==> src/rtl/tlbr_pkg.sv <==
package tlbr_pkg;
   localparam int ASID_W = 8;
   localparam int NRING  = 4;

   typedef enum logic [2:0] {
      TC_OK         = 3'd0,
      TC_MISS       = 3'd1,
      TC_MULTI      = 3'd2,
      TC_PRIV       = 3'd3,
      TC_LOAD_DENY  = 3'd4,
      TC_STORE_DENY = 3'd5,
      TC_FETCH_DENY = 3'd6
   } tlbr_cause_e;

   typedef enum logic [1:0] {
      ACC_RD  = 2'd0,
      ACC_WR  = 2'd1,
      ACC_EX  = 2'd2,
      ACC_RSV = 2'd3
   } tlbr_acc_e;

   // {found, ring}: the lowest byte holding the identifier wins
   function automatic logic [2:0] ring_of(input logic [ASID_W-1:0] id,
                                          input logic [NRING*ASID_W-1:0] rmap);
      logic [2:0] res;
      res = 3'b000;
      for (int i = NRING - 1; i >= 0; i--) begin
         if (rmap[i*ASID_W +: ASID_W] == id) res = {1'b1, 2'(i)};
      end
      return res;
   endfunction
endpackage

==> src/rtl/tlbr_rights.sv <==
module tlbr_rights
   import tlbr_pkg::*;
(
   input  logic [3:0] attr,
   input  logic [1:0] acc,
   output logic       granted
);
   logic can_r, can_w, can_x;

   always_comb begin
      can_r = 1'b0;
      can_w = 1'b0;
      can_x = 1'b0;
      if (attr < 4'd12) begin
         can_r = 1'b1;
         can_x = attr[0];
         can_w = attr[1];
      end else if (attr == 4'd13) begin
         can_r = 1'b1;
         can_w = 1'b1;
      end
      case (acc)
         ACC_RD:  granted = can_r;
         ACC_WR:  granted = can_w;
         ACC_EX:  granted = can_x;
         default: granted = 1'b0;
      endcase
   end
endmodule

==> src/rtl/tlbr_refill_ctr.sv <==
module tlbr_refill_ctr #(
   parameter int CNT_W = 4
) (
   input  logic       clk,
   input  logic       rst_n,
   input  logic       step,
   output logic [1:0] next_way,
   output logic [1:0] cur_way
);
   logic [CNT_W-1:0] cnt_q;
   logic [CNT_W-1:0] cnt_nx;

   assign cnt_nx   = cnt_q + CNT_W'(1);
   assign next_way = cnt_nx[1:0];
   assign cur_way  = cnt_q[1:0];

   always_ff @(posedge clk or negedge rst_n) begin
      if (!rst_n)    cnt_q <= '0;
      else if (step) cnt_q <= cnt_nx;
   end
endmodule

==> src/rtl/tlbr_way.sv <==
module tlbr_way
   import tlbr_pkg::*;
#(
   parameter int VA_W       = 32,
   parameter int PA_W       = 32,
   parameter int IDX_W      = 2,
   parameter int PAGE_SHIFT = 12
) (
   input  logic                      clk,
   input  logic                      rst_n,
   input  logic [VA_W-1:0]           lk_va,
   input  logic [NRING*ASID_W-1:0]   rmap,
   input  logic                      we,
   input  logic                      w_use_va,
   input  logic [IDX_W-1:0]          w_idx,
   input  logic [VA_W-1:0]           w_va,
   input  logic [PA_W-1:0]           w_ppn,
   input  logic [ASID_W-1:0]         w_asid,
   input  logic [3:0]                w_attr,
   output logic                      hit,
   output logic [1:0]                ring,
   output logic [3:0]                attr,
   output logic [PA_W-1:0]           pa,
   output logic [IDX_W-1:0]          idx
);
   localparam int NENT   = 1 << IDX_W;
   localparam int TAG_LO = PAGE_SHIFT + IDX_W;
   localparam logic [VA_W-1:0] TAG_MASK = {VA_W{1'b1}} << TAG_LO;
   localparam logic [PA_W-1:0] PPN_MASK = {PA_W{1'b1}} << PAGE_SHIFT;

   logic [VA_W-1:0]   tag_q  [NENT];
   logic [PA_W-1:0]   ppn_q  [NENT];
   logic [ASID_W-1:0] asid_q [NENT];
   logic [3:0]        attr_q [NENT];

   logic [IDX_W-1:0] wsel;
   assign wsel = w_use_va ? w_va[PAGE_SHIFT +: IDX_W] : w_idx;

   always_ff @(posedge clk or negedge rst_n) begin
      if (!rst_n) begin
         for (int e = 0; e < NENT; e++) begin
            tag_q[e]  <= '0;
            ppn_q[e]  <= '0;
            asid_q[e] <= '0;
            attr_q[e] <= '0;
         end
      end else if (we) begin
         tag_q[wsel]  <= w_va & TAG_MASK;
         ppn_q[wsel]  <= w_ppn & PPN_MASK;
         asid_q[wsel] <= w_asid;
         attr_q[wsel] <= w_attr;
      end
   end

   logic [2:0] rinfo;

   always_comb begin
      idx   = lk_va[PAGE_SHIFT +: IDX_W];
      rinfo = ring_of(asid_q[idx], rmap);
      hit   = (asid_q[idx] != '0) && rinfo[2] &&
              ((lk_va & TAG_MASK) == tag_q[idx]);
      ring  = rinfo[1:0];
      attr  = attr_q[idx];
      pa    = ppn_q[idx] | (PA_W'(lk_va) & ~PPN_MASK);
   end
endmodule

==> src/rtl/tlbr_top.sv <==
module tlbr_top
   import tlbr_pkg::*;
#(
   parameter int VA_W         = 32,
   parameter int PA_W         = 32,
   parameter int NWAYS        = 4,
   parameter int IDX_W        = 2,
   parameter int PAGE_SHIFT0  = 12,
   parameter int PAGE_STEP    = 2,
   parameter int REFILL_CNT_W = 4,
   parameter logic [31:0] RMAP_INIT = 32'h0403_0201,
   localparam int WAY_W = (NWAYS > 1) ? $clog2(NWAYS) : 1
) (
   input  logic             clk,
   input  logic             rst_n,
   input  logic             rasid_we,
   input  logic [31:0]      rasid_din,
   input  logic [VA_W-1:0]  lk_va,
   input  logic [1:0]       lk_acc,
   input  logic [1:0]       lk_ring,
   output logic [PA_W-1:0]  pa,
   output logic             fault,
   output logic [2:0]       cause,
   output logic [WAY_W-1:0] hit_way,
   output logic [IDX_W-1:0] hit_idx,
   input  logic             wr_en,
   input  logic [WAY_W-1:0] wr_way,
   input  logic [IDX_W-1:0] wr_idx,
   input  logic [VA_W-1:0]  wr_va,
   input  logic [PA_W-1:0]  wr_ppn,
   input  logic [7:0]       wr_asid,
   input  logic [3:0]       wr_attr,
   input  logic             rf_en,
   input  logic [VA_W-1:0]  rf_va,
   input  logic [PA_W-1:0]  rf_pte,
   output logic [1:0]       refill_way
);
   localparam int CNT_HIT_W = $clog2(NWAYS + 1);
   localparam int MAX_SHIFT = PAGE_SHIFT0 + (NWAYS - 1) * PAGE_STEP;

   if (NWAYS < 4) begin : g_chk_ways
      $error("tlbr_top: refill way selection needs NWAYS >= 4");
   end
   if (MAX_SHIFT + IDX_W >= VA_W) begin : g_chk_va
      $error("tlbr_top: largest way page plus index exceeds VA_W");
   end
   if (MAX_SHIFT >= PA_W) begin : g_chk_pa
      $error("tlbr_top: largest way page exceeds PA_W");
   end
   if (REFILL_CNT_W < 2) begin : g_chk_cnt
      $error("tlbr_top: refill counter needs at least two bits");
   end

   // ring-to-identifier register
   logic [31:0] rmap_q;
   always_ff @(posedge clk or negedge rst_n) begin
      if (!rst_n)        rmap_q <= RMAP_INIT;
      else if (rasid_we) rmap_q <= rasid_din;
   end

   // refill way selection
   logic       refill_go;
   logic [1:0] rf_way;
   assign refill_go = rf_en && !wr_en;

   tlbr_refill_ctr #(.CNT_W(REFILL_CNT_W)) u_ctr (
      .clk      (clk),
      .rst_n    (rst_n),
      .step     (refill_go),
      .next_way (rf_way),
      .cur_way  (refill_way)
   );

   logic [1:0]        rf_ring;
   logic [ASID_W-1:0] rf_asid;
   assign rf_ring = rf_pte[5:4];
   assign rf_asid = rmap_q[rf_ring*ASID_W +: ASID_W];

   // shared write data
   logic [VA_W-1:0]   m_va;
   logic [PA_W-1:0]   m_ppn;
   logic [ASID_W-1:0] m_asid;
   logic [3:0]        m_attr;
   assign m_va   = wr_en ? wr_va   : rf_va;
   assign m_ppn  = wr_en ? wr_ppn  : rf_pte;
   assign m_asid = wr_en ? wr_asid : rf_asid;
   assign m_attr = wr_en ? wr_attr : rf_pte[3:0];

   logic [NWAYS-1:0] way_hit;
   logic [1:0]       way_ring [NWAYS];
   logic [3:0]       way_attr [NWAYS];
   logic [PA_W-1:0]  way_pa   [NWAYS];
   logic [IDX_W-1:0] way_idx  [NWAYS];

   for (genvar w = 0; w < NWAYS; w++) begin : g_way
      logic we_w;
      assign we_w = (wr_en && (wr_way == WAY_W'(w))) ||
                    (refill_go && (WAY_W'(rf_way) == WAY_W'(w)));

      tlbr_way #(
         .VA_W       (VA_W),
         .PA_W       (PA_W),
         .IDX_W      (IDX_W),
         .PAGE_SHIFT (PAGE_SHIFT0 + w * PAGE_STEP)
      ) u_way (
         .clk      (clk),
         .rst_n    (rst_n),
         .lk_va    (lk_va),
         .rmap     (rmap_q),
         .we       (we_w),
         .w_use_va (!wr_en),
         .w_idx    (wr_idx),
         .w_va     (m_va),
         .w_ppn    (m_ppn),
         .w_asid   (m_asid),
         .w_attr   (m_attr),
         .hit      (way_hit[w]),
         .ring     (way_ring[w]),
         .attr     (way_attr[w]),
         .pa       (way_pa[w]),
         .idx      (way_idx[w])
      );
   end

   // hit reduction: count and pick the lowest hitting way
   logic [CNT_HIT_W-1:0] nhit;
   logic [WAY_W-1:0]     sel;
   always_comb begin
      nhit = '0;
      sel  = '0;
      for (int w = NWAYS - 1; w >= 0; w--) begin
         if (way_hit[w]) begin
            nhit = nhit + CNT_HIT_W'(1);
            sel  = WAY_W'(w);
         end
      end
   end

   logic [1:0] sel_ring;
   logic [1:0] cur_ring;
   logic       granted;
   assign sel_ring = way_ring[sel];
   assign cur_ring = lk_ring;

   tlbr_rights u_rights (
      .attr    (way_attr[sel]),
      .acc     (lk_acc),
      .granted (granted)
   );

   tlbr_cause_e cz;
   always_comb begin
      if (nhit > CNT_HIT_W'(1))      cz = TC_MULTI;
      else if (nhit == '0)           cz = TC_MISS;
      else if (sel_ring < cur_ring)  cz = TC_PRIV;
      else if (!granted) begin
         case (lk_acc)
            ACC_WR:  cz = TC_STORE_DENY;
            ACC_EX:  cz = TC_FETCH_DENY;
            default: cz = TC_LOAD_DENY;
         endcase
      end else                       cz = TC_OK;
   end

   assign cause   = cz;
   assign fault   = (cz != TC_OK);
   assign pa      = way_pa[sel];
   assign hit_way = sel;
   assign hit_idx = way_idx[sel];
endmodule

==> config.mk <==
export PLATFORM = sky130hd
export DESIGN_NAME = tlbr_top
export DESIGN_NICKNAME = d
export VERILOG_FILES = /design/src/rtl/tlbr_pkg.sv /design/src/rtl/tlbr_rights.sv /design/src/rtl/tlbr_refill_ctr.sv /design/src/rtl/tlbr_way.sv /design/src/rtl/tlbr_top.sv
export SDC_FILE = /design/constraint.sdc
export NUM_CORES = 2
export LEC_CHECK = 0
export ABC_AREA = 0
export CAP_MARGIN = 20
export CORE_MARGIN = 2
export CORE_UTILIZATION = 60
export DETAILED_ROUTE_END_ITERATION = 10
export DONT_BUFFER_PORTS = 1
export PLACE_DENSITY = 0.83
export RECOVER_POWER = 100
export SYNTH_ARGS = -nofsm -noshare
export SYNTH_HDL_FRONTEND = slang
export SYNTH_HIERARCHICAL = 1
export SYNTH_SLANG_ARGS = --single-unit
==> constraint.sdc <==
create_clock -name clk -period 5.3 [get_ports clk]
set_input_delay 0.53 -clock clk [delete_from_list [all_inputs] [get_ports clk]]
set_output_delay 0.53 -clock clk [all_outputs]
set_load 0.1 [all_outputs]
==> After elaboration in Yosys (flattened, before gate mapping) <==
Index checks and enable logic that the tools add are counted.
Widths: inputs -> output; s select.
{ "totals": {"register_bits": 1252, "input_bits": 217, "output_inout_bits": 42, "word_cells": 306} }
{ "op_classes": {"add_sub_neg": 4, "magnitude_cmp": 16, "eq_ne": 29, "n_shift": 1, "mux": 142, "bitwise_logic": 13, "n_reduce_logical": 35} }
{ "ops": {"columns": ["op", "count"], "rows": [
  ["$bwmux 128", 8],
  ["$mux 32", 24],
  ["$bmux 32 s2", 9],
  ["$demux 32 s2", 4],
  ["$bwmux 32", 4],
  ["$eq 32x32->1", 4],
  ["$eq 8x8->1", 16],
  ["$mux 8", 13],
  ["$mux 3", 23],
  ["$bmux 8 s2", 4],
  ["$bwmux 16", 4],
  ["$demux 8 s2", 4],
  ["$mux 4", 15],
  ["$bmux 4 s2", 5],
  ["$demux 4 s2", 4],
  ["$or 32x12->32", 1],
  ["$or 32x14->32", 1],
  ["$or 32x16->32", 1],
  ["$or 32x18->32", 1],
  ["$reduce_bool 8->1", 4],
  ["$shiftx 32x6->8", 1],
  ["$ge 3x3->1 const B", 9],
  ["$not 2->3", 9],
  ["$mux 2", 12],
  ["other kinds (19)", 60]
]} }

==> Depth between registers and ports, before layout <==
{ "logic_depth": {"word_depth": 28, "depth_mapped": 21, "ltp_nobuf": 16} }

==> Modules after synthesis <==
The synthesis kept the hierarchy.
{ "modules_own_cells": {"columns": ["mod", "instances", "cells_each", "area_each_um2", "seq_area_each_um2"], "rows": [
  ["tlbr_way at g_way[0].u_way", 1, 599, 9431.5, 5004.8],
  ["tlbr_way at g_way[1].u_way", 1, 548, 8655.8, 4604.4],
  ["tlbr_way at g_way[2].u_way", 1, 526, 8080.2, 4204.0],
  ["tlbr_way at g_way[3].u_way", 1, 482, 7382.1, 3803.6],
  ["tlbr_top", 1, 296, 3602.2, 807.0],
  ["tlbr_refill_ctr", 1, 7, 86.3, 50.0],
  ["tlbr_rights", 1, 7, 37.5, 0.0]
]} }

==> Worst setup path before layout <==
Ideal clock, no wire load.
{ "synth_timing": {"kind": "input to output", "startpoint": "input port lk_va[18]", "endpoint": "output port cause[0]", "t_arrival_ns": 6.008, "required_time_ns": 4.770, "setup_slack_ns": -1.238, "stages": 18, "path_buffers": 3, "path_cell_list": "buf_6 > buf_12 > mux4_2 > xor2_1 > nor4_2 > nand2_1 > nor2b_4 > a2111oi_4 > ha_1 > o21ai_2 > buf_8 > inv_2 > mux4_2 > ha_1 > nor3b_1 > o21ai_0 > o221a_2 > a32oi_1"} }
{ "synth_via": {"elab_chain_cells": 27, "word_cells_on_any_way": 60, "cone_classes": "add/sub (3); order compare (3); eq/ne (9); mux (36); bitwise (2); reduce/logical (7)"} }
{ "synth_rtl": {"columns": ["element", "line_no", "text"], "rows": [
  ["start, declared", "tlbr_top.sv:18", "input logic [VA_W-1:0] lk_va,"],
  ["$not 2->3 (not written as such) (*)", "tlbr_way.sv:59, tlbr_way.sv:60, tlbr_way.sv:61", null],
  ["$bmux 8 s2", "tlbr_way.sv:59, tlbr_way.sv:60", null],
  ["$mux 8 (not written as such) (2 in a row)", "tlbr_way.sv:59, tlbr_way.sv:60", null],
  ["$eq 8x8->1", "tlbr_pkg.sv:28", "if (rmap[i*ASID_W +: ASID_W] == id) res = {1'b1, 2'(i)};"],
  ["$mux 3 (4 in a row)", "tlbr_pkg.sv:28", null],
  ["$logic_and 1x1->1", "tlbr_way.sv:60", "hit = (asid_q[idx] != '0) && rinfo[2] &&"],
  ["$logic_and 1x1->1 (*)", "tlbr_way.sv:60", null],
  ["net way_hit[3]", "tlbr_top.sv:89", "logic [NWAYS-1:0] way_hit;"],
  ["$mux 2 (*) (4 in a row)", "tlbr_top.sv:132", "if (way_hit[w]) begin"],
  ["net hit_way[0]", "tlbr_top.sv:24", "output logic [WAY_W-1:0] hit_way,"],
  ["$not 2->3 (not written as such) (*)", "tlbr_top.sv:142, tlbr_top.sv:146", null],
  ["branches (longest 8 deep; another with $lt 4x4->1)", null, null],
  ["$mux 3 (*)", "tlbr_top.sv:155", "else if (sel_ring < cur_ring) cz = TC_PRIV;"],
  ["$mux 3 (*)", "tlbr_top.sv:154", "else if (nhit == '0) cz = TC_MISS;"],
  ["$mux 3 (*)", "tlbr_top.sv:153", "if (nhit > CNT_HIT_W'(1)) cz = TC_MULTI;"],
  ["end, declared", "tlbr_top.sv:23", "output logic [2:0] cause,"]
]} }
Mark *: on every way through the listed nets, which the timed path passes. The select of a mux whose other input is x is not followed.

==> Worst setup path in the final report <==
{ "layout_timing": {"startpoint": "register g_way[2].u_way/tag_q[127] (netlist bit)", "endpoint": "output port cause[0]"} }
{ "layout_via": {"elab_chain_cells": 20, "word_cells_on_any_way": 34, "cone_classes": "add/sub (2); order compare (3); eq/ne (2); mux (24); bitwise (1); reduce/logical (2)"} }
{ "layout_rtl": {"columns": ["element", "line_no", "text"], "rows": [
  ["start, declared", "tlbr_way.sv:31", "logic [VA_W-1:0] tag_q [NENT];"],
  ["start signal, assigned by index", "tlbr_way.sv:48", "tag_q[wsel] <= w_va & TAG_MASK;"],
  ["$bmux 32 s2 (*)", "tlbr_way.sv:61", "((lk_va & TAG_MASK) == tag_q[idx]);"],
  ["$mux 32 (not written as such) (*) (2 in a row)", "tlbr_way.sv:61", null],
  ["$eq 32x32->1 (*)", "tlbr_way.sv:61", null],
  ["$logic_and 1x1->1 (*)", "tlbr_way.sv:60", null],
  ["net way_hit[2]", "tlbr_top.sv:89", null],
  ["$mux 2 (*) (3 in a row)", "tlbr_top.sv:132", null],
  ["$not 2->3 (not written as such) (*)", "tlbr_top.sv:146", ".attr (way_attr[sel]),"],
  ["$bmux 4 s2 (*)", "tlbr_top.sv:146", null],
  ["$mux 4 (not written as such) (*) (2 in a row)", "tlbr_top.sv:146", null],
  ["branches (longest 3 deep; another with $lt 4x4->1)", null, null],
  ["$pmux 1 s3 (*)", "tlbr_rights.sv:22", "case (acc)"],
  ["net granted", "tlbr_top.sv:141", "logic granted;"],
  ["$mux 3 (*)", "tlbr_top.sv:156", "else if (!granted) begin"],
  ["$mux 3 (*)", "tlbr_top.sv:155", null],
  ["$mux 3 (*)", "tlbr_top.sv:154", null],
  ["$mux 3 (*)", "tlbr_top.sv:153", null]
]} }
Marked as above.

==> flow_summary.ini <==
[critical_path]
crit_type = register to output port
worst-path-buf-inv = 4
path_cells = mux4_2 > xnor2_2 > nand4_1 > nor4_1 > nand4_1 > a211oi_2 > inv_1 > ha_2 > o21ai_4 > buf_12 > mux4_2 > inv_1 > a21o_1 > a31oi_1 > or3b_4 > a32oi_4 > buf_12
start_kind = register
crit_slowest_cell = mux4_2
worst-path-max-fanout = 5
crit_required_ns = 4.77
cp-end-kind = output port
critical_path_arrival_ns = 5.02
slowest_delay_ns = 0.52
critPathTopFamily = simple AND/OR/NAND/NOR gates

[global_routing]
grt_pass1_wl_mm = 142
grt_use_total_pct = 29.6
antenna_found_initial = 0
grt.overflow.total = 0
grt_max_degree = 739
grt_pass1_vias = 24000

[power_and_ir_drop]
swShare_pct = 30.4
ir_drop_uv = 312
p_switching_mw = 7.13
clkPwrFrac_pct = 24.8
powerDensity_nw_per_um2 = 572
pwr-share-seq_pct = 42.4
internal-power_mw = 16.3
p_leak_nw = 17.1
combPwrFrac_pct = 32.8

[sta]
fin_hold_ws_ns = 0.0407
worstMarginPinSlew_ns = 4.46
setup_ws_ns = -0.247
fmax_ghz = 0.180
setup_viol = 4
maxSlewViolCount = 608
period_needed_ns = 5.55
setup_tns_ns = -0.717
finClkSkew_ns = 0.0238
fin_crit_sh_pct = 105
relSlewSlack_pct = -197
hold_viol_final = 0
rsz0062_at_grt = true

[detailed_routing]
wl_per_cell_microns = 28.2
drt_pass1_iterations = 7
wl_mm = 92.4
ant_nets = 0
dr.first_iter.drc_count = 1633
drcViolationCount = 0
viasPerCell = 6.66
vias = 21800

[status]
violations = max-capacitance violations, max-slew violations, negative setup slack
status = finished, violations left

[placed_design]
place_inst = 3104
place_congestion = 0.894
dpl.hpwl_mm = 54.3
placed_area_sq_um = 38000
port_buffers = 0

[synthesis]
synth_cells = 2436
syn-num-nets = 2659
ys_warn_count = 6
avgSynthCellArea_sq_um = 15.2
synthesis.area_sq_um = 37000

[worst_hold_path]
hold_path.class = input pin to register

[finish]
design_area_sq_um = 41000
layout_common_cells = mux2_2 (762), dfrtp_1 (733), mux4_2 (213)
antenna_cells = 0
final_common_cell = mux2_2
drive_gt1_share_pct = 50.6
nets = 2654
area_growth_pct = 10.8
finalNonFillerCells = 3280

[clocking]
cts_tree = built
cts_inserted_buffers = 79
clock_path_buffers = 3
cts.htree.levels = 3
cts_root_buf = clkbuf_16
clk_pin_slew_worst_paths_ns = 0.06
insertion_delay_ns = 0.62
clock-sinks = 738

[floorplanning]
ios = 259
die-height_microns = 252
die_width_microns = 252
start_util_pct = 60.3
core_sq_um = 61400
dieArea_sq_um = 63700
rows = 91

[run]
drv_cap = 11
## metal layers
| layer | wire length, microns | vias to the layer above | GRT usage (%) |
|---|---|---|---|
| met5 | 0 | - | 0 |
| met4 | 3430 | 0 | 10.6 |
| met3 | 5910 | 208 | 5.77 |
| met2 | 46100 | 833 | 48.8 |
| met1 | 36900 | 11700 | 39.6 |
| li1 | - | 9070 | - |
## cell type report
type / instances / area (sq um)
Inverter: 15 / 72.6
Tap cell: 790 / 988
Clock buffer: 113 / 2350
Fill cell: 3950 / 20400
Multi-Input combinational cell: 1480 / 17400
Sequential cell: 738 / 18500
Clock inverter: 27 / 422
Timing Repair Buffer: 117 / 1280
## registers in the layout (all words and copies together), names as in the netlist
register	flops
g_way.u_way/ppn_q	272
g_way.u_way/tag_q	240
rmap_q	32
u_ctr/cnt_q	2
g_way.u_way/attr_q	64
g_way.u_way/asid_q	128
## path summary, 6_finish.rpt
path                                      startpoint  slack (ns)  cells past startpoint                        end
hold reg to reg            g_way[1].u_way/asid_q[31]        0.50                      1  g_way[1].u_way/asid_q[31]
setup / recovery           g_way[2].u_way/tag_q[127]       -0.25                     17                   cause[0]
max in group asynchronous                      rst_n        0.72                      3   g_way[1].u_way/ppn_q[15]
setup reg to reg                      u_ctr/cnt_q[0]        0.44                      7   g_way[0].u_way/ppn_q[25]
min in group asynchronous                      rst_n        1.43                      1   g_way[1].u_way/tag_q[53]
hold / removal                          rasid_din[5]        0.04                      1                  rmap_q[5]
## metrics by stage
step / utilization, % / total power, mW / setup WS, ns
after global placement: 61.9 / 16.7 / -0.0797
final: 66.8 / 23.5 / -0.247
after detailed placement: 61.9 / 17.4 / -0.174
after CTS: 66.9 / 23.4 / -0.261
after global routing: 66.8 / 24.6 / -0.422
after floorplan: - / 15.4 / -0.765
## power by group through the flow
stage	logic (mW)	registers, mW	clock network [mW]
floorplan	6.01	9.42	0
global placement	7.06	9.66	0
detailed placement	7.40	9.97	0
CTS	7.60	9.92	5.89
global route	8.17	10.3	6.13
finish	7.70	9.96	5.81
## worst register-to-register path: stages (launching register included)
cell	delay, ns
dfrtp_1	0.32
clkbuf_1	1.01
xor2_1	0.26
or4b_2	0.71
o31ai_1	0.22
nand2_1	1.20
clkbuf_2	0.61
mux2_1	0.43
## what timing repair did
item	CTS	global route
setup buffers	30	4
cloned	0	0
hold endpoints to repair	738	158
pin swaps	24	16
endpoints found under the setup margin	38	38
resized for setup	33	4
Note: power is estimated with default switching activity, not from simulation.
